$ cat config.mk
export PLATFORM = sky130hd
export DESIGN_NAME = pflash_cmd_unit
export DESIGN_NICKNAME = d
export VERILOG_FILES = /design/src/rtl/pfc_pkg.sv /design/src/rtl/pfc_sequencer.sv /design/src/rtl/pfc_array.sv /design/src/rtl/pfc_readmux.sv /design/src/rtl/pflash_cmd_unit.sv
export SDC_FILE = /design/constraint.sdc
export NUM_CORES = 1
export LEC_CHECK = 0
export BUFFER_PORTS_ARGS = -buffer_cell sky130_fd_sc_hd__buf_2
export CAP_MARGIN = 20
export CORE_ASPECT_RATIO = 1.5
export CORE_MARGIN = 2
export CORE_UTILIZATION = 52
export DETAILED_ROUTE_END_ITERATION = 8
export GPL_TIMING_DRIVEN = 0
export PLACE_DENSITY = 0.68
export SYNTH_ARGS = -nofsm -noshare
export SYNTH_HDL_FRONTEND = slang
export SYNTH_SLANG_ARGS = --single-unit
$ cat constraint.sdc
create_clock -name clk -period 3.3 [get_ports clk]
set_input_delay 0.165 -clock clk [delete_from_list [all_inputs] [get_ports clk]]
set_output_delay 0.165 -clock clk [all_outputs]
set_load 0.01 [all_outputs]
$ cat src/rtl/pfc_pkg.sv
package pfc_pkg;

   localparam logic [7:0] OP_ARRAY0    = 8'h00;
   localparam logic [7:0] OP_ARRAY     = 8'hFF;
   localparam logic [7:0] OP_ARRAY_ALT = 8'hF0;
   localparam logic [7:0] OP_PROG_A    = 8'h10;
   localparam logic [7:0] OP_PROG_B    = 8'h40;
   localparam logic [7:0] OP_ERASE_A   = 8'h20;
   localparam logic [7:0] OP_ERASE_B   = 8'h28;
   localparam logic [7:0] OP_CLEAR     = 8'h50;
   localparam logic [7:0] OP_LOCK      = 8'h60;
   localparam logic [7:0] OP_STATUS    = 8'h70;
   localparam logic [7:0] OP_IDENT     = 8'h90;
   localparam logic [7:0] OP_QUERY     = 8'h98;
   localparam logic [7:0] OP_BUFFER    = 8'hE8;
   localparam logic [7:0] OP_CONFIRM   = 8'hD0;
   localparam logic [7:0] OP_LOCK_ALT  = 8'h01;

   localparam int ST_READY     = 7;
   localparam int ST_ERASE_ERR = 5;
   localparam int ST_PROG_ERR  = 4;

   typedef enum logic [1:0] {
      SRC_ARRAY  = 2'd0,
      SRC_STATUS = 2'd1,
      SRC_IDENT  = 2'd2,
      SRC_QUERY  = 2'd3
   } rd_src_e;

   function automatic rd_src_e src_of(input logic [7:0] cmd);
      case (cmd)
         OP_ARRAY0: src_of = SRC_ARRAY;
         OP_IDENT:  src_of = SRC_IDENT;
         OP_QUERY:  src_of = SRC_QUERY;
         default:   src_of = SRC_STATUS;
      endcase
   endfunction

   function automatic logic lead_known(input logic [7:0] op);
      case (op)
         OP_ARRAY0, OP_ARRAY, OP_ARRAY_ALT, OP_PROG_A, OP_PROG_B,
         OP_ERASE_A, OP_ERASE_B, OP_CLEAR, OP_LOCK, OP_STATUS,
         OP_IDENT, OP_QUERY, OP_BUFFER: lead_known = 1'b1;
         default: lead_known = 1'b0;
      endcase
   endfunction

   function automatic logic [7:0] query_byte(input int idx, input int size_log2,
                                             input int nsec, input int sec_bytes);
      int v;
      case (idx)
         'h10: v = 'h51;
         'h11: v = 'h52;
         'h12: v = 'h59;
         'h13: v = 'h01;
         'h15: v = 'h31;
         'h27: v = size_log2;
         'h2C: v = 'h01;
         'h2D: v = nsec - 1;
         'h2E: v = (nsec - 1) >> 8;
         'h2F: v = sec_bytes >> 8;
         'h30: v = sec_bytes >> 16;
         default: v = 0;
      endcase
      query_byte = 8'(v);
   endfunction

endpackage

$ cat src/rtl/pfc_sequencer.sv
module pfc_sequencer
   import pfc_pkg::*;
#(
   parameter int DEV_W = 8
) (
   input  logic             clk,
   input  logic             rst_n,
   input  logic             wr_stb,
   input  logic [DEV_W-1:0] wr_word,
   input  logic             ro_strap,
   output logic [7:0]       cmd_q,
   output logic [7:0]       status_q,
   output logic             prog_en,
   output logic             erase_en
);

   logic [1:0]       wcyc_q, wcyc_d;
   logic [7:0]       cmd_d, status_d;
   logic [DEV_W-1:0] cnt_q, cnt_d;
   logic [7:0]       op;

   assign op = wr_word[7:0];

   always_comb begin
      wcyc_d   = wcyc_q;
      cmd_d    = cmd_q;
      status_d = status_q;
      cnt_d    = cnt_q;
      prog_en  = 1'b0;
      erase_en = 1'b0;
      if (wr_stb) begin
         case (wcyc_q)
            2'd0: begin
               case (op)
                  OP_PROG_A, OP_PROG_B, OP_ERASE_A, OP_ERASE_B,
                  OP_LOCK, OP_QUERY: begin
                     wcyc_d = 2'd1;
                     cmd_d  = op;
                  end
                  OP_BUFFER: begin
                     wcyc_d = 2'd1;
                     cmd_d  = op;
                     status_d[ST_READY] = 1'b1;
                  end
                  OP_STATUS, OP_IDENT: begin
                     cmd_d = op;
                  end
                  OP_CLEAR: begin
                     status_d = 8'h00;
                     cmd_d    = OP_ARRAY0;
                  end
                  default: begin
                     cmd_d = OP_ARRAY0;
                  end
               endcase
            end
            2'd1: begin
               case (cmd_q)
                  OP_PROG_A, OP_PROG_B: begin
                     if (ro_strap) status_d[ST_PROG_ERR] = 1'b1;
                     else          prog_en = 1'b1;
                     status_d[ST_READY] = 1'b1;
                     wcyc_d = 2'd0;
                  end
                  OP_ERASE_A, OP_ERASE_B: begin
                     wcyc_d = 2'd0;
                     if (op == OP_CONFIRM) begin
                        if (ro_strap) status_d[ST_ERASE_ERR] = 1'b1;
                        else          erase_en = 1'b1;
                        status_d[ST_READY] = 1'b1;
                     end else begin
                        cmd_d = OP_ARRAY0;
                     end
                  end
                  OP_LOCK: begin
                     wcyc_d = 2'd0;
                     if (op == OP_CONFIRM || op == OP_LOCK_ALT)
                        status_d[ST_READY] = 1'b1;
                     else
                        cmd_d = OP_ARRAY0;
                  end
                  OP_QUERY: begin
                     if (op == OP_ARRAY) begin
                        wcyc_d = 2'd0;
                        cmd_d  = OP_ARRAY0;
                     end
                  end
                  OP_BUFFER: begin
                     cnt_d  = wr_word;
                     wcyc_d = 2'd2;
                  end
                  default: begin
                     wcyc_d = 2'd0;
                     cmd_d  = OP_ARRAY0;
                  end
               endcase
            end
            2'd2: begin
               if (cmd_q == OP_BUFFER) begin
                  if (ro_strap) status_d[ST_PROG_ERR] = 1'b1;
                  else          prog_en = 1'b1;
                  status_d[ST_READY] = 1'b1;
                  if (cnt_q == '0) wcyc_d = 2'd3;
                  cnt_d = cnt_q - 1'b1;
               end else begin
                  wcyc_d = 2'd0;
                  cmd_d  = OP_ARRAY0;
               end
            end
            default: begin
               wcyc_d = 2'd0;
               if (cmd_q == OP_BUFFER && op == OP_CONFIRM)
                  status_d[ST_READY] = 1'b1;
               else
                  cmd_d = OP_ARRAY0;
            end
         endcase
      end
   end

   always_ff @(posedge clk or negedge rst_n) begin
      if (!rst_n) begin
         wcyc_q   <= 2'd0;
         cmd_q    <= OP_ARRAY0;
         status_q <= 8'h80;
         cnt_q    <= '0;
      end else begin
         wcyc_q   <= wcyc_d;
         cmd_q    <= cmd_d;
         status_q <= status_d;
         cnt_q    <= cnt_d;
      end
   end

   p_unknown_op_r12: assert property (@(posedge clk) disable iff (!rst_n)
      (wr_stb && wcyc_q == 2'd0 && !lead_known(op)) |=> (cmd_q == OP_ARRAY0 && wcyc_q == 2'd0));

   p_clear_status_r6: assert property (@(posedge clk) disable iff (!rst_n)
      (wr_stb && wcyc_q == 2'd0 && op == OP_CLEAR) |=> (status_q == 8'h00 && cmd_q == OP_ARRAY0));

   p_prog_ready_r3: assert property (@(posedge clk) disable iff (!rst_n)
      (wr_stb && wcyc_q == 2'd1 && (cmd_q == OP_PROG_A || cmd_q == OP_PROG_B))
      |=> (status_q[ST_READY] && wcyc_q == 2'd0));

   p_ro_prog_err_r5: assert property (@(posedge clk) disable iff (!rst_n)
      (wr_stb && ro_strap && wcyc_q == 2'd1 && (cmd_q == OP_PROG_A || cmd_q == OP_PROG_B))
      |=> status_q[ST_PROG_ERR]);

   p_ro_erase_err_r5: assert property (@(posedge clk) disable iff (!rst_n)
      (wr_stb && ro_strap && wcyc_q == 2'd1 && op == OP_CONFIRM &&
       (cmd_q == OP_ERASE_A || cmd_q == OP_ERASE_B))
      |=> (status_q[ST_ERASE_ERR] && status_q[ST_READY]));

   p_query_sticky_r9: assert property (@(posedge clk) disable iff (!rst_n)
      (wr_stb && wcyc_q == 2'd1 && cmd_q == OP_QUERY && op != OP_ARRAY) |=> (cmd_q == OP_QUERY));

   p_buffer_abort_r11: assert property (@(posedge clk) disable iff (!rst_n)
      (wr_stb && wcyc_q == 2'd3 && op != OP_CONFIRM) |=> (cmd_q == OP_ARRAY0 && wcyc_q == 2'd0));

   p_single_op_r4: assert property (@(posedge clk) disable iff (!rst_n)
      !(prog_en && erase_en));

endmodule

$ cat src/rtl/pfc_array.sv
module pfc_array #(
   parameter int DW           = 16,
   parameter int SECTOR_WORDS = 8,
   parameter int NUM_SECTORS  = 4,
   parameter int IDX_W        = 5
) (
   input  logic             clk,
   input  logic             rst_n,
   input  logic             prog_en,
   input  logic             erase_en,
   input  logic [IDX_W-1:0] idx,
   input  logic [DW-1:0]    wdata,
   output logic [DW-1:0]    rd_word
);

   localparam int SB    = $clog2(SECTOR_WORDS);
   localparam int SECB  = IDX_W - SB;
   localparam int DEPTH = SECTOR_WORDS * NUM_SECTORS;

   logic [DEPTH-1:0][DW-1:0] words;
   logic [SECB-1:0]          hit_sec;

   assign hit_sec = idx[IDX_W-1:SB];

   for (genvar w = 0; w < DEPTH; w++) begin : g_word
      localparam logic [SECB-1:0]  MY_SEC = SECB'(w >> SB);
      localparam logic [IDX_W-1:0] MY_IDX = IDX_W'(w);
      logic [DW-1:0] word_q;
      always_ff @(posedge clk or negedge rst_n) begin
         if (!rst_n)
            word_q <= '1;
         else if (erase_en && hit_sec == MY_SEC)
            word_q <= '1;
         else if (prog_en && idx == MY_IDX)
            word_q <= wdata;
      end
      assign words[w] = word_q;
   end

   assign rd_word = words[idx];

   p_erase_fill_r4: assert property (@(posedge clk) disable iff (!rst_n)
      erase_en |=> (words[{$past(hit_sec), {SB{1'b0}}}] == {DW{1'b1}}));

   p_prog_store_r3: assert property (@(posedge clk) disable iff (!rst_n)
      (prog_en && !erase_en) |=> (words[$past(idx)] == $past(wdata)));

endmodule

$ cat src/rtl/pfc_readmux.sv
module pfc_readmux
   import pfc_pkg::*;
#(
   parameter int          BANK_BYTES    = 2,
   parameter int          DEV_BYTES     = 1,
   parameter int          ADDR_W        = 7,
   parameter logic [31:0] MAKER_ID      = 32'h5A,
   parameter logic [31:0] PART_ID       = 32'hC3,
   parameter int          QRY_SIZE_LOG2 = 5,
   parameter int          QRY_SECTORS   = 4,
   parameter int          QRY_SEC_BYTES = 8
) (
   input  logic                    clk,
   input  logic                    rst_n,
   input  logic                    rd_stb,
   input  logic [ADDR_W-1:0]       addr,
   input  logic [7:0]              cmd,
   input  logic [7:0]              status,
   input  logic [8*BANK_BYTES-1:0] arr_word,
   output logic [8*BANK_BYTES-1:0] rdata
);

   localparam int DW    = 8 * BANK_BYTES;
   localparam int DEV_W = 8 * DEV_BYTES;
   localparam int LANES = BANK_BYTES / DEV_BYTES;
   localparam int OFFB  = (ADDR_W < 8) ? ADDR_W : 8;

   rd_src_e          src;
   logic [OFFB-1:0]  id_off;
   logic [DEV_W-1:0] id_dev, qry_dev, st_dev;
   logic [DW-1:0]    id_bus, qry_bus, st_bus, rd_next;
   logic [7:0]       qbyte;

   assign src    = src_of(cmd);
   assign id_off = addr[OFFB-1:0];
   assign qbyte  = query_byte(int'(addr), QRY_SIZE_LOG2, QRY_SECTORS, QRY_SEC_BYTES);
   assign st_dev = DEV_W'(status);
   assign qry_dev = DEV_W'(qbyte);

   always_comb begin
      if (id_off == OFFB'(0))      id_dev = MAKER_ID[DEV_W-1:0];
      else if (id_off == OFFB'(1)) id_dev = PART_ID[DEV_W-1:0];
      else                         id_dev = '0;
   end

   if (LANES == 1) begin : g_single
      assign st_bus  = st_dev;
      assign id_bus  = id_dev;
      assign qry_bus = qry_dev;
   end else begin : g_multi
      for (genvar l = 0; l < LANES; l++) begin : g_lane
         assign st_bus[l*DEV_W +: DEV_W]  = st_dev;
         assign id_bus[l*DEV_W +: DEV_W]  = id_dev;
         assign qry_bus[l*DEV_W +: DEV_W] = qry_dev;
      end
   end

   always_comb begin
      case (src)
         SRC_ARRAY:  rd_next = arr_word;
         SRC_IDENT:  rd_next = id_bus;
         SRC_QUERY:  rd_next = qry_bus;
         default:    rd_next = st_bus;
      endcase
   end

   always_ff @(posedge clk or negedge rst_n) begin
      if (!rst_n)      rdata <= '0;
      else if (rd_stb) rdata <= rd_next;
   end

   p_rdata_hold_r13: assert property (@(posedge clk) disable iff (!rst_n)
      !rd_stb |=> $stable(rdata));

   p_array_path_r2: assert property (@(posedge clk) disable iff (!rst_n)
      (rd_stb && cmd == OP_ARRAY0) |=> (rdata == $past(arr_word)));

endmodule

$ cat src/rtl/pflash_cmd_unit.sv
module pflash_cmd_unit
   import pfc_pkg::*;
#(
   parameter int          BANK_BYTES   = 2,
   parameter int          DEV_BYTES    = 1,
   parameter int          ADDR_W       = 7,
   parameter int          SECTOR_WORDS = 8,
   parameter int          NUM_SECTORS  = 4,
   parameter logic [31:0] MAKER_ID     = 32'h5A,
   parameter logic [31:0] PART_ID      = 32'hC3
) (
   input  logic                    clk,
   input  logic                    rst_n,
   input  logic                    wr_stb,
   input  logic                    rd_stb,
   input  logic [ADDR_W-1:0]       addr,
   input  logic [8*BANK_BYTES-1:0] wdata,
   input  logic                    ro_strap,
   output logic [8*BANK_BYTES-1:0] rdata
);

   localparam int DW         = 8 * BANK_BYTES;
   localparam int DEV_W      = 8 * DEV_BYTES;
   localparam int IDX_W      = $clog2(SECTOR_WORDS) + $clog2(NUM_SECTORS);
   localparam int DEV_SEC_B  = SECTOR_WORDS * DEV_BYTES;
   localparam int DEV_SIZE_L = $clog2(DEV_SEC_B * NUM_SECTORS);

   if (DEV_BYTES < 1 || DEV_BYTES > 4) begin : g_bad_dev
      $error("DEV_BYTES must be 1 to 4");
   end
   if (BANK_BYTES < DEV_BYTES || (BANK_BYTES % DEV_BYTES) != 0) begin : g_bad_bank
      $error("BANK_BYTES must be a multiple of DEV_BYTES");
   end
   if (SECTOR_WORDS < 2 || (SECTOR_WORDS & (SECTOR_WORDS - 1)) != 0) begin : g_bad_sec
      $error("SECTOR_WORDS must be a power of two, at least 2");
   end
   if (NUM_SECTORS < 2 || (NUM_SECTORS & (NUM_SECTORS - 1)) != 0) begin : g_bad_nsec
      $error("NUM_SECTORS must be a power of two, at least 2");
   end
   if (ADDR_W < IDX_W) begin : g_bad_addr
      $error("ADDR_W too small for the array");
   end

   logic [7:0]    cmd_q, status_q;
   logic          prog_en, erase_en;
   logic [DW-1:0] arr_word;

   pfc_sequencer #(.DEV_W(DEV_W)) u_seq (
      .clk      (clk),
      .rst_n    (rst_n),
      .wr_stb   (wr_stb),
      .wr_word  (wdata[DEV_W-1:0]),
      .ro_strap (ro_strap),
      .cmd_q    (cmd_q),
      .status_q (status_q),
      .prog_en  (prog_en),
      .erase_en (erase_en)
   );

   pfc_array #(
      .DW           (DW),
      .SECTOR_WORDS (SECTOR_WORDS),
      .NUM_SECTORS  (NUM_SECTORS),
      .IDX_W        (IDX_W)
   ) u_arr (
      .clk      (clk),
      .rst_n    (rst_n),
      .prog_en  (prog_en),
      .erase_en (erase_en),
      .idx      (addr[IDX_W-1:0]),
      .wdata    (wdata),
      .rd_word  (arr_word)
   );

   pfc_readmux #(
      .BANK_BYTES    (BANK_BYTES),
      .DEV_BYTES     (DEV_BYTES),
      .ADDR_W        (ADDR_W),
      .MAKER_ID      (MAKER_ID),
      .PART_ID       (PART_ID),
      .QRY_SIZE_LOG2 (DEV_SIZE_L),
      .QRY_SECTORS   (NUM_SECTORS),
      .QRY_SEC_BYTES (DEV_SEC_B)
   ) u_rd (
      .clk      (clk),
      .rst_n    (rst_n),
      .rd_stb   (rd_stb),
      .addr     (addr),
      .cmd      (cmd_q),
      .status   (status_q),
      .arr_word (arr_word),
      .rdata    (rdata)
   );

endmodule

== Word-level counts from Yosys, hierarchy flattened ==
Index checks and enable logic that the tools add are counted.
Widths: inputs -> output; s select.

* Register bits after elaboration: 549
* Bits of input ports: 28
* Output and inout bits: 16
* Logic and storage cells: 334

* $add $sub $neg: 1
* Order comparisons: 1
* Equal/unequal tests: 87
* Multiplexer cells: 113
* Reduce and logical (&&, ||, !) cells: 93

{| class="wikitable"
|+ Operators with widths
! operator !! count
|-
| $mux 16 || 65
|-
| $bmux 16 s5 || 1
|-
| $eq 5x5->1 const B || 16
|-
| $mux 8 || 10
|-
| $reduce_bool 2->1 || 34
|-
| $eq 8x8->1 const B || 8
|-
| $pmux 7 s7 || 1
|-
| $eq 8x7->1 const B || 6
|-
| $pmux 16 s3 || 1
|-
| $eq 5x4->1 const B || 8
|-
| $logic_and 1x1->1 || 37
|-
| $eq 7x5->1 const B || 5
|-
| $eq 8x6->1 const B || 4
|-
| $pmux 8 s4 || 1
|-
| $pmux 8 s3 || 1
|-
| $eq 7x6->1 const B || 3
|-
| $eq 5x3->1 const B || 4
|-
| $mux 1 || 18
|-
| $eq 8x5->1 const B || 2
|-
| $logic_not 8->1 || 2
|-
| $pmux 8 s2 || 1
|-
| $ne 3x3->1 const B || 5
|-
| $ne 2x2->1 const B || 7
|-
| $reduce_and 7->1 || 2
|-
| other kinds (30) || 53
|}

== Longest topological paths before layout ==
Gate-level depths: netlist of the first run.

* Word-level depth: 8
* Depth in mapped cells: 11
* Mapped depth without buffers: 7

== Cells and area by module ==
From an unflattened synthesis of the first run, not the netlist that was laid out.

* Cell total of the unflattened synthesis: 3015
* Area total of the unflattened synthesis: 27891.8 µm²

{| class="wikitable"
|+ By module, submodules not included
! module !! times used !! cells an instance !! area each (µm²) !! seq. area each (µm²)
|-
| pfc_array || 1 || 2697 || 25212.9 || 13452.9
|-
| pfc_sequencer || 1 || 197 || 1624.1 || 526.8
|-
| pfc_readmux || 1 || 121 || 1054.8 || 400.4
|}

== Worst setup path before layout of the first run ==
No wires, ideal clock.

* Path type: reg-to-reg
* Start: register u_seq.wcyc_q[0]
* End: register u_arr.g_word[15].word_q[14]
* Setup time: 0.065 ns
* Arrival: 2.230 ns
* Required time: 3.235 ns
* Path slack: 1.005 ns
* Stages on the path, launching flop included: 10
* Buffers on the path: 2
* Clock period less this slack: 2.295 ns
* Path through: dfrtp_1 -> inv_1 -> ha_1 -> nand2_1 -> or2_2 -> clkbuf_2 -> a2111oi_4 -> buf_4 -> nand2_1 -> nand3_1

* Longest elaborated chain between the ends: 5
* Elaborated cells between the ends (all ways): 10
* Classes of those cells: 2 x eq/ne; 5 x mux; 3 x reduce/logical

{| class="wikitable"
|+ RTL lines
! what !! line !! RTL
|-
| start: declaration || pfc_sequencer.sv:17 || <nowiki>logic [1:0] wcyc_q, wcyc_d;</nowiki>
|-
| start signal: assignment || pfc_sequencer.sv:128 || <nowiki>wcyc_q <= wcyc_d;</nowiki>
|-
| $eq 2x2->1 / $eq 2x1->1 (equally long branches) || pfc_sequencer.sv:32 || <nowiki>case (wcyc_q)</nowiki>
|-
| $pmux 1 s2 / $mux 1 (equally long branches) || pfc_sequencer.sv:32 ||
|-
| $mux 1 || pfc_sequencer.sv:31 || <nowiki>if (wr_stb) begin</nowiki>
|-
| $logic_and 1x1->1 (on tied branches) || pfc_array.sv:34, pfc_array.sv:32 ||
|-
| $reduce_bool 2->1 (no line) / $mux 16 (equally long branches) || n/a ||
|-
| end signal: assignment || pfc_array.sv:35 || <nowiki>word_q <= wdata;</nowiki>
|-
| end: declaration || pfc_array.sv:28 || <nowiki>logic [DW-1:0] word_q;</nowiki>
|}

Parallel ways exist; a longest one is shown, timed or not.
A chain may end at the register's enable or synchronous reset.

== Worst setup path in the final report of the first run ==
* Start: input addr[1]
* End: register u_rd.rdata[5]

* Longest elaborated chain between the ends: 4
* Elaborated cells between the ends (all ways): 15
* Classes of those cells: 8 x eq/ne; 5 x mux; 2 x reduce/logical

{| class="wikitable"
|+ RTL lines
! what !! line !! RTL
|-
| start: declaration || pflash_cmd_unit.sv:16 || <nowiki>input logic [ADDR_W-1:0] addr,</nowiki>
|-
| $eq 7x5->1 / $eq 7x6->1 (equally long branches) || pfc_pkg.sv:51 || <nowiki>case (idx)</nowiki>
|-
| $reduce_or 2->1 (no line) || n/a ||
|-
| $pmux 7 s7 || pfc_pkg.sv:51 ||
|-
| $pmux 16 s3 (*) || pfc_readmux.sv:59 || <nowiki>case (src)</nowiki>
|-
| end signal: assignment || pfc_readmux.sv:69 || <nowiki>else if (rd_stb) rdata <= rd_next;</nowiki>
|-
| end: declaration || pfc_readmux.sv:20 || <nowiki>output logic [8*BANK_BYTES-1:0] rdata</nowiki>
|}

Mark *: on every way between the ends. The rest lies on a longest branch, timed or not. The select of a mux whose other input is x is not followed.

==> flow_summary.ini, run 1 <==
[detailed_routing]
wirelength_mm = 122
drtIter0Drc = 2934
ant_nets = 0
dr.pass1.iters = 7
vias = 24200
drc = 0
vias_per_cell = 6.94
wl_per_cell_um = 35.0

[logic_synthesis]
synth-seq-area-share_pct = 50.7
ys_types = 82
syn_nets = 2678
yosys.area.top_type = dfstp_2
synth_edf_count = 0
syn_area_per_cell_um2 = 10.7
postSynthCellCount = 2644
ys_ff_latch = 549
syn_area_um2 = 28400
synthFlopType = dfstp_2
synth_top_area_share_pct = 47.5
yosys-top-cells-area = dfstp_2, mux4_2, nand2_1
ys_async_sr_fraction_pct = 100
yosysWarnings = 0

[clock_network]
cts_max_path_buffers = 3
clk_pin_slew_ns = 0.07
cts_buffers = 53
cts_root_buffer = clkbuf_16
clock_latency_ns = 0.64
clock-sinks = 549
htreeDepth = 2
tritoncts = done

[critical_path]
worst-setup-path-type = in2reg
cp_max_fo = 11
cpPeakStageDelay_ns = 0.95
cp_common_cell = buf_2
worstSetupEndpointType = flop
crit_path_start_kind = input port
path_cells = buf_2, buf_2, buf_2, buf_1, mux4_2, a32oi_1, a21oi_1, a211o_1
cp.arrival_ns = 3.91
critical_path.top_delay_family = buffers and inverters
required_ns = 3.81
worst-path-buf-inv = 4
cp_slowest_cell = buf_1

[die]
start_util_pct = 52.8
ios = 44
chipHeight_um = 290
chipWidth_um = 195
row_count = 104
coreArea_um2 = 53700
die_area_um2 = 56400

[timing]
hold_viol = 20
setup_ws_ns = -0.0938
slew-limit-headroom_pct = 12.8
clock_skew_ns = 0.0228
whs_ns = -0.0206
timing.fmax_ghz = 0.295
setup_viol = 1
period_needed_ns = 3.39
rsz0062_at_grt = true
period_share_pct = 103
worstMarginPinSlew_ns = 1.31
slew_viol_final = 0

[placed_design]
postPlaceCellArea_um2 = 29500
routabilityCongestion = 1.04
dp_slack_ns = -0.389
io_buffers = 30
dpl.hpwl_mm = 86.7

[global_routing]
grt_pass1_wl_mm = 173
grt_pass1_vias = 24000
grt_use_met3_pct = 11.1
antenna_found_initial = 8
use_met2_pct = 67.1
overflow = 0
grt_use_total_pct = 43.5
top_usage_layer = met2
grt_max_degree = 130
grt_util_met1_pct = 50.7

[outcome]
status = finished, violations left
violations = negative hold slack, negative setup slack

[cells_and_area]
fin_util_pct = 58.9
mostFrequentLayoutCell = nand2_1
final_cell_mix = nand2_1, dfstp_2, o211ai_1
final_nets = 2789
final_cell_area_um2 = 31600
syn_to_final_growth_pct = 11.6
drive_gt1_share_pct = 34.0

[power_and_ir_drop]
power.leakage_uw = 0.0128
irDropWorstVdd_mv = 0.380
p_per_area_nw_per_um2 = 485

[min_path]
worst_hold_path_type = in2async

[run]
drv_cap = 0
==> cell usage after synthesis, types with 11 or more instances <==
| cell type | instances |
|---|---|
| o2111ai_2 | 14 |
| a31oi_1 | 14 |
| o21ai_0 | 64 |
| mux4_2 | 132 |
| a22oi_1 | 18 |
| clkbuf_1 | 128 |
| nand3_1 | 131 |
| nor3_1 | 37 |
| inv_1 | 15 |
| mux2i_1 | 115 |
| nand2_1 | 648 |
| o2111ai_1 | 14 |
| o211ai_1 | 218 |
| nor2_1 | 171 |
| dfrtp_1 | 36 |
| buf_4 | 35 |
| dfstp_2 | 513 |
| nor2b_1 | 11 |
| buf_2 | 68 |
| nand2b_1 | 11 |
| a21oi_1 | 75 |
==> worst paths after layout <==
check | startpoint | end | slack (ns) | depth (start not counted)
setup / recovery | addr[1] | u_rd.rdata[5]$_DFFE_PN0P_ | -0.09 | 8
hold / removal | rst_n | u_arr.g_word[30].word_q[7]$_DFFE_PN1P_ | -0.02 | 1
setup reg to reg | u_seq.wcyc_q[1]$_DFFE_PN0P_ | u_arr.g_word[30].word_q[14]$_DFFE_PN1P_ | 0.08 | 9
hold reg to reg | u_arr.g_word[15].word_q[8]$_DFFE_PN1P_ | u_arr.g_word[15].word_q[8]$_DFFE_PN1P_ | 0.48 | 2
max in group asynchronous | rst_n | u_arr.g_word[7].word_q[1]$_DFFE_PN1P_ | 1.68 | 4
min in group clk | rd_stb | u_rd.rdata[10]$_DFFE_PN0P_ | 0.02 | 4
==> cell type report <==
type / count / area [µm²]
clock inverters: 9 / 155
plain buffers: 248 / 1220
inverters: 17 / 63.8
repair buffers: 56 / 498
flip-flops and latches: 549 / 14400
fillers: 4619 / 22100
clock buffers: 86 / 1670
well taps: 689 / 862
diodes: 4 / 10.0
multi-input cells: 1830 / 12800
==> logic make-up (layout without fill, tap and decap cells) <==
kind of cell | count (synthesis) | after routing | share of synthesized area [%]
AO/OA/AOI/OAI | 493 | 493 | 13.3
AND/OR/NAND/NOR | 1080 | 1080 | 16.5
multiplexers | 250 | 250 | 14.7
flip-flops | 549 | 549 | 50.7
other | 0 | 4 | 0
adder cells (fa/ha/maj) | 6 | 6 | 0.265
XOR/XNOR | 1 | 1 | 0.0309
buffers and inverters | 265 | 416 | 4.52
==> worst reg2reg max path, delay by kind of cell (launching register included) <==
kind            cells  cell delay (ns)
simple gates        3             0.88
buf+inv             3             0.79
compound gates      2             0.73
flops               1             0.40
fa+ha+maj           1             0.32
==> routing by layer <==
layer / up-vias / share of wire, %
li1: 9737 / -
met1: 12100 / 34
met2: 1721 / 46
met3: 594 / 10
met4: 10 / 11
met5: - / 0.056
==> timing repair <==
action,in CTS,in global routing
hold buffers,10,1
setup endpoints to repair,168,284
buffers inserted,0,6
hold endpoints to repair,63,1
cloned,0,0
pin swaps,0,2
gates resized for setup,1,21
==> stage by stage <==
step | TNS [ns] | cells | total power [µW] | hold WS (ns)
final | -0.0938 | 3488 | 15300 | -0.0206
after global routing | -0.0627 | 3484 | 15700 | 0.0434
after CTS | -0.998 | 3474 | 15200 | 0.00791
after detailed placement | -33.08 | 3369 | 8780 | 0.475
after global placement | -3037.89 | 3363 | 8710 | 0.469
after floorplan | 0 | 2644 | 8090 | -0.131
==> power by group <==
part,switching (µW),leakage [µW],total [µW],internal [µW]
logic,1160,0.00616,1640,483
registers,142,0.00576,7140,7000
clock network,2800,0.000901,6560,3760
total,4100,0.0128,15300,11200
==> flip-flops by register name (all words and copies together) (netlist names) <==
register and count:
u_seq.cnt_q 8, u_rd.rdata 16, u_seq.status_q 3, u_seq.wcyc_q 2
u_seq.cmd_q 8, u_arr.g_word.word_q 512
Power figures use the tool's default switching activity.
==> run 2, diff against run 1 <==
--- a/config.mk
+++ b/config.mk
@@ -10,6 +10,7 @@
 export CORE_ASPECT_RATIO = 1.5
 export CORE_MARGIN = 2
 export CORE_UTILIZATION = 52
+export CTS_BUF_LIST = sky130_fd_sc_hd__clkbuf_2 sky130_fd_sc_hd__clkbuf_4 sky130_fd_sc_hd__clkbuf_8
 export DETAILED_ROUTE_END_ITERATION = 8
 export GPL_TIMING_DRIVEN = 0
 export PLACE_DENSITY = 0.68
==> run 2 against run 1 <==
The run ends with design-rule violations, negative setup slack left. Fmax up 2.2%. Combinational power is essentially flat. Worst setup slack improved by 0.073 ns. Die area did not move. Clock skew up 0.0037 ns. Sequential cell count stayed put. Cell count is 1.8% higher. Cell area increased by 0.11%.
==> flow_summary.ini, run 2 (synthesis results as in run 1) <==
[run]
drv_cap = 0

[detailed_routing]
vias_per_cell = 6.91
ant_nets = 0
drtIter0Drc = 2982
wl_per_cell_um = 34.5
wirelength_mm = 122
drc = 13
vias = 24500
dr.pass1.iters = 9

[die]
row_count = 104
die_area_um2 = 56400
start_util_pct = 52.8
ios = 44
coreArea_um2 = 53700
chipWidth_um = 195
chipHeight_um = 290

[clock_network]
cts_root_buffer = clkbuf_8
tritoncts = done
clock-sinks = 549
htreeDepth = 3
clock_latency_ns = 0.74
cts_max_path_buffers = 3
clk_pin_slew_ns = 0.06
cts_buffers = 89

[critical_path]
cp_slowest_cell = o2111ai_2
cpPeakStageDelay_ns = 0.65
crit_path_start_kind = flop
cp.arrival_ns = 3.94
rr_worst_depth = 9
r2r_start = u_seq.wcyc_q[1]$_DFFE_PN0P_
critical_path.top_delay_family = buffers and inverters
required_ns = 3.92
worst-path-buf-inv = 3
rr_endpoint = u_arr.g_word[10].word_q[6]$_DFFE_PN1P_
worstSetupEndpointType = flop
path_cells = inv_1, ha_1, nand2_1, nor2_4, clkbuf_1, o2111ai_2, buf_4, o21ai_0, o21ai_0
cp_max_fo = 10
worst-setup-path-type = reg2reg
reg2reg_setup_slack_ns = -0.02
cp_common_cell = o21ai_0

[min_path]
worstHoldStart = addr[2]
hold_depth = 4
min_to = u_arr.g_word[17].word_q[1]$_DFFE_PN1P_
worst_hold_path_type = in2reg

[timing]
worstMarginPinSlew_ns = 1.35
period_needed_ns = 3.32
hold_viol = 0
setup_ws_ns = -0.0209
period_share_pct = 101
setup_viol = 4
rsz0062_at_grt = true
slew_viol_final = 0
clock_skew_ns = 0.0265
timing.fmax_ghz = 0.301
finalSetupTns_ns = -0.0617
slew-limit-headroom_pct = 10.2

[global_routing]
grt_pass1_wl_mm = 174
use_met2_pct = 67.6
overflow = 0
grt_pass1_vias = 24400
grt_use_met3_pct = 11.6
grt_use_total_pct = 43.9
grt_util_met1_pct = 51.3
grt_max_degree = 130
top_usage_layer = met2
antenna_found_initial = 7

[power_and_ir_drop]
pwr-share-seq_pct = 47.7
irDropWorstVdd_mv = 0.335
power.leakage_uw = 0.0129
p_sw_uw = 4160
clkPwrFrac_pct = 41.3
p_int_uw = 10800
power_frac_comb_pct = 11.0
switching_share_pct = 27.8
p_per_area_nw_per_um2 = 472

[placed_design]
routabilityCongestion = 1.04
io_buffers = 30
dpl.hpwl_mm = 86.7

[cells_and_area]
final_cell_mix = nand2_1, dfstp_2, o211ai_1
regMostFlops = u_arr.g_word.word_q
final_nets = 2830
top_regs = u_arr.g_word.word_q x512, u_rd.rdata x16
drive_gt1_share_pct = 35.6
largest_register_ffs = 512
syn_to_final_growth_pct = 11.7
mostFrequentLayoutCell = nand2_1
fin_util_pct = 59.0

[outcome]
violations = design-rule violations, negative setup slack
status = finished, violations left
## run 2: final cells by class
class	count	area, µm²
flip-flops and latches	549	14400
well taps	689	862
clock buffers	142	1700
inverters	17	63.8
multi-input cells	1830	12800
diodes	6	15.0
plain buffers	248	1220
fillers	4678	22100
repair buffers	61	549
clock inverters	10	85.1
## run 2: worst reg2reg max path, stage by stage (launching register included)
cell,delay (ns)
dfrtp_1,0.41
inv_1,0.10
ha_1,0.33
nand2_1,0.24
nor2_4,0.29
clkbuf_1,0.53
o2111ai_2,0.66
buf_4,0.48
o21ai_0,0.10
o21ai_0,0.11
## run 2: per-stage QoR
step | setup slack (ns) | power (µW) | instances | hold WS (ns) | cell area (µm²)
after floorplan | 1.01 | 8090 | 2644 | -0.131 | 28400
after global placement | -8.65 | 8710 | 3363 | 0.469 | 29400
after detailed placement | -0.389 | 8780 | 3369 | 0.475 | 29500
after CTS | -0.0758 | 14900 | 3536 | 0.00721 | 31500
after global routing | -0.0604 | 15400 | 3547 | 0.0690 | 31700
final | -0.0209 | 15000 | 3552 | 0.0240 | 31700
## run 2: timing repair
item / 4_1_cts / 5_1_grt
hold buffers: 15 / 0
gates cloned: 0 / 0
setup endpoints to repair: 165 / 328
resized for setup: 1 / 19
pin swaps: 0 / 2
setup buffers: 0 / 6
hold endpoints to repair: 123 / 0
## run 2: worst max-delay path by stage
stage,startpoint,to,slack (ns),depth (start not counted)
2_1_floorplan,u_seq.wcyc_q[0]$_DFFE_PN0P_,u_arr.g_word[15].word_q[14]$_DFFE_PN1P_,1.01,9
3_3_place_gp,rst_n,u_rd.rdata[3]$_DFFE_PN0P_,-8.65,1
3_5_place_dp,addr[1],u_rd.rdata[5]$_DFFE_PN0P_,-0.39,8
4_1_cts,u_seq.wcyc_q[1]$_DFFE_PN0P_,u_arr.g_word[13].word_q[15]$_DFFE_PN1P_,-0.08,8
5_1_grt,u_seq.wcyc_q[1]$_DFFE_PN0P_,u_arr.g_word[10].word_q[6]$_DFFE_PN1P_,-0.06,9
6_report,u_seq.wcyc_q[1]$_DFFE_PN0P_,u_arr.g_word[10].word_q[6]$_DFFE_PN1P_,-0.02,9
## run 2: power groups by stage
stage	sequential (µW)	combinational, µW	clock (µW)
floorplan	7180	907	0
global placement	7210	1500	0
detailed placement	7230	1550	0
CTS	7140	1570	6190
global route	7160	1740	6450
finish	7140	1650	6180
## run 2: layer usage
metal / vias up / part of all wire [%] / routed length, µm
met1: 12300 / 33 / 41000
met3: 595 / 11 / 12900
met4: 4 / 10 / 12500
li1: 9846 / - / -
met2: 1786 / 46 / 56000
met5: - / 0.021 / 26
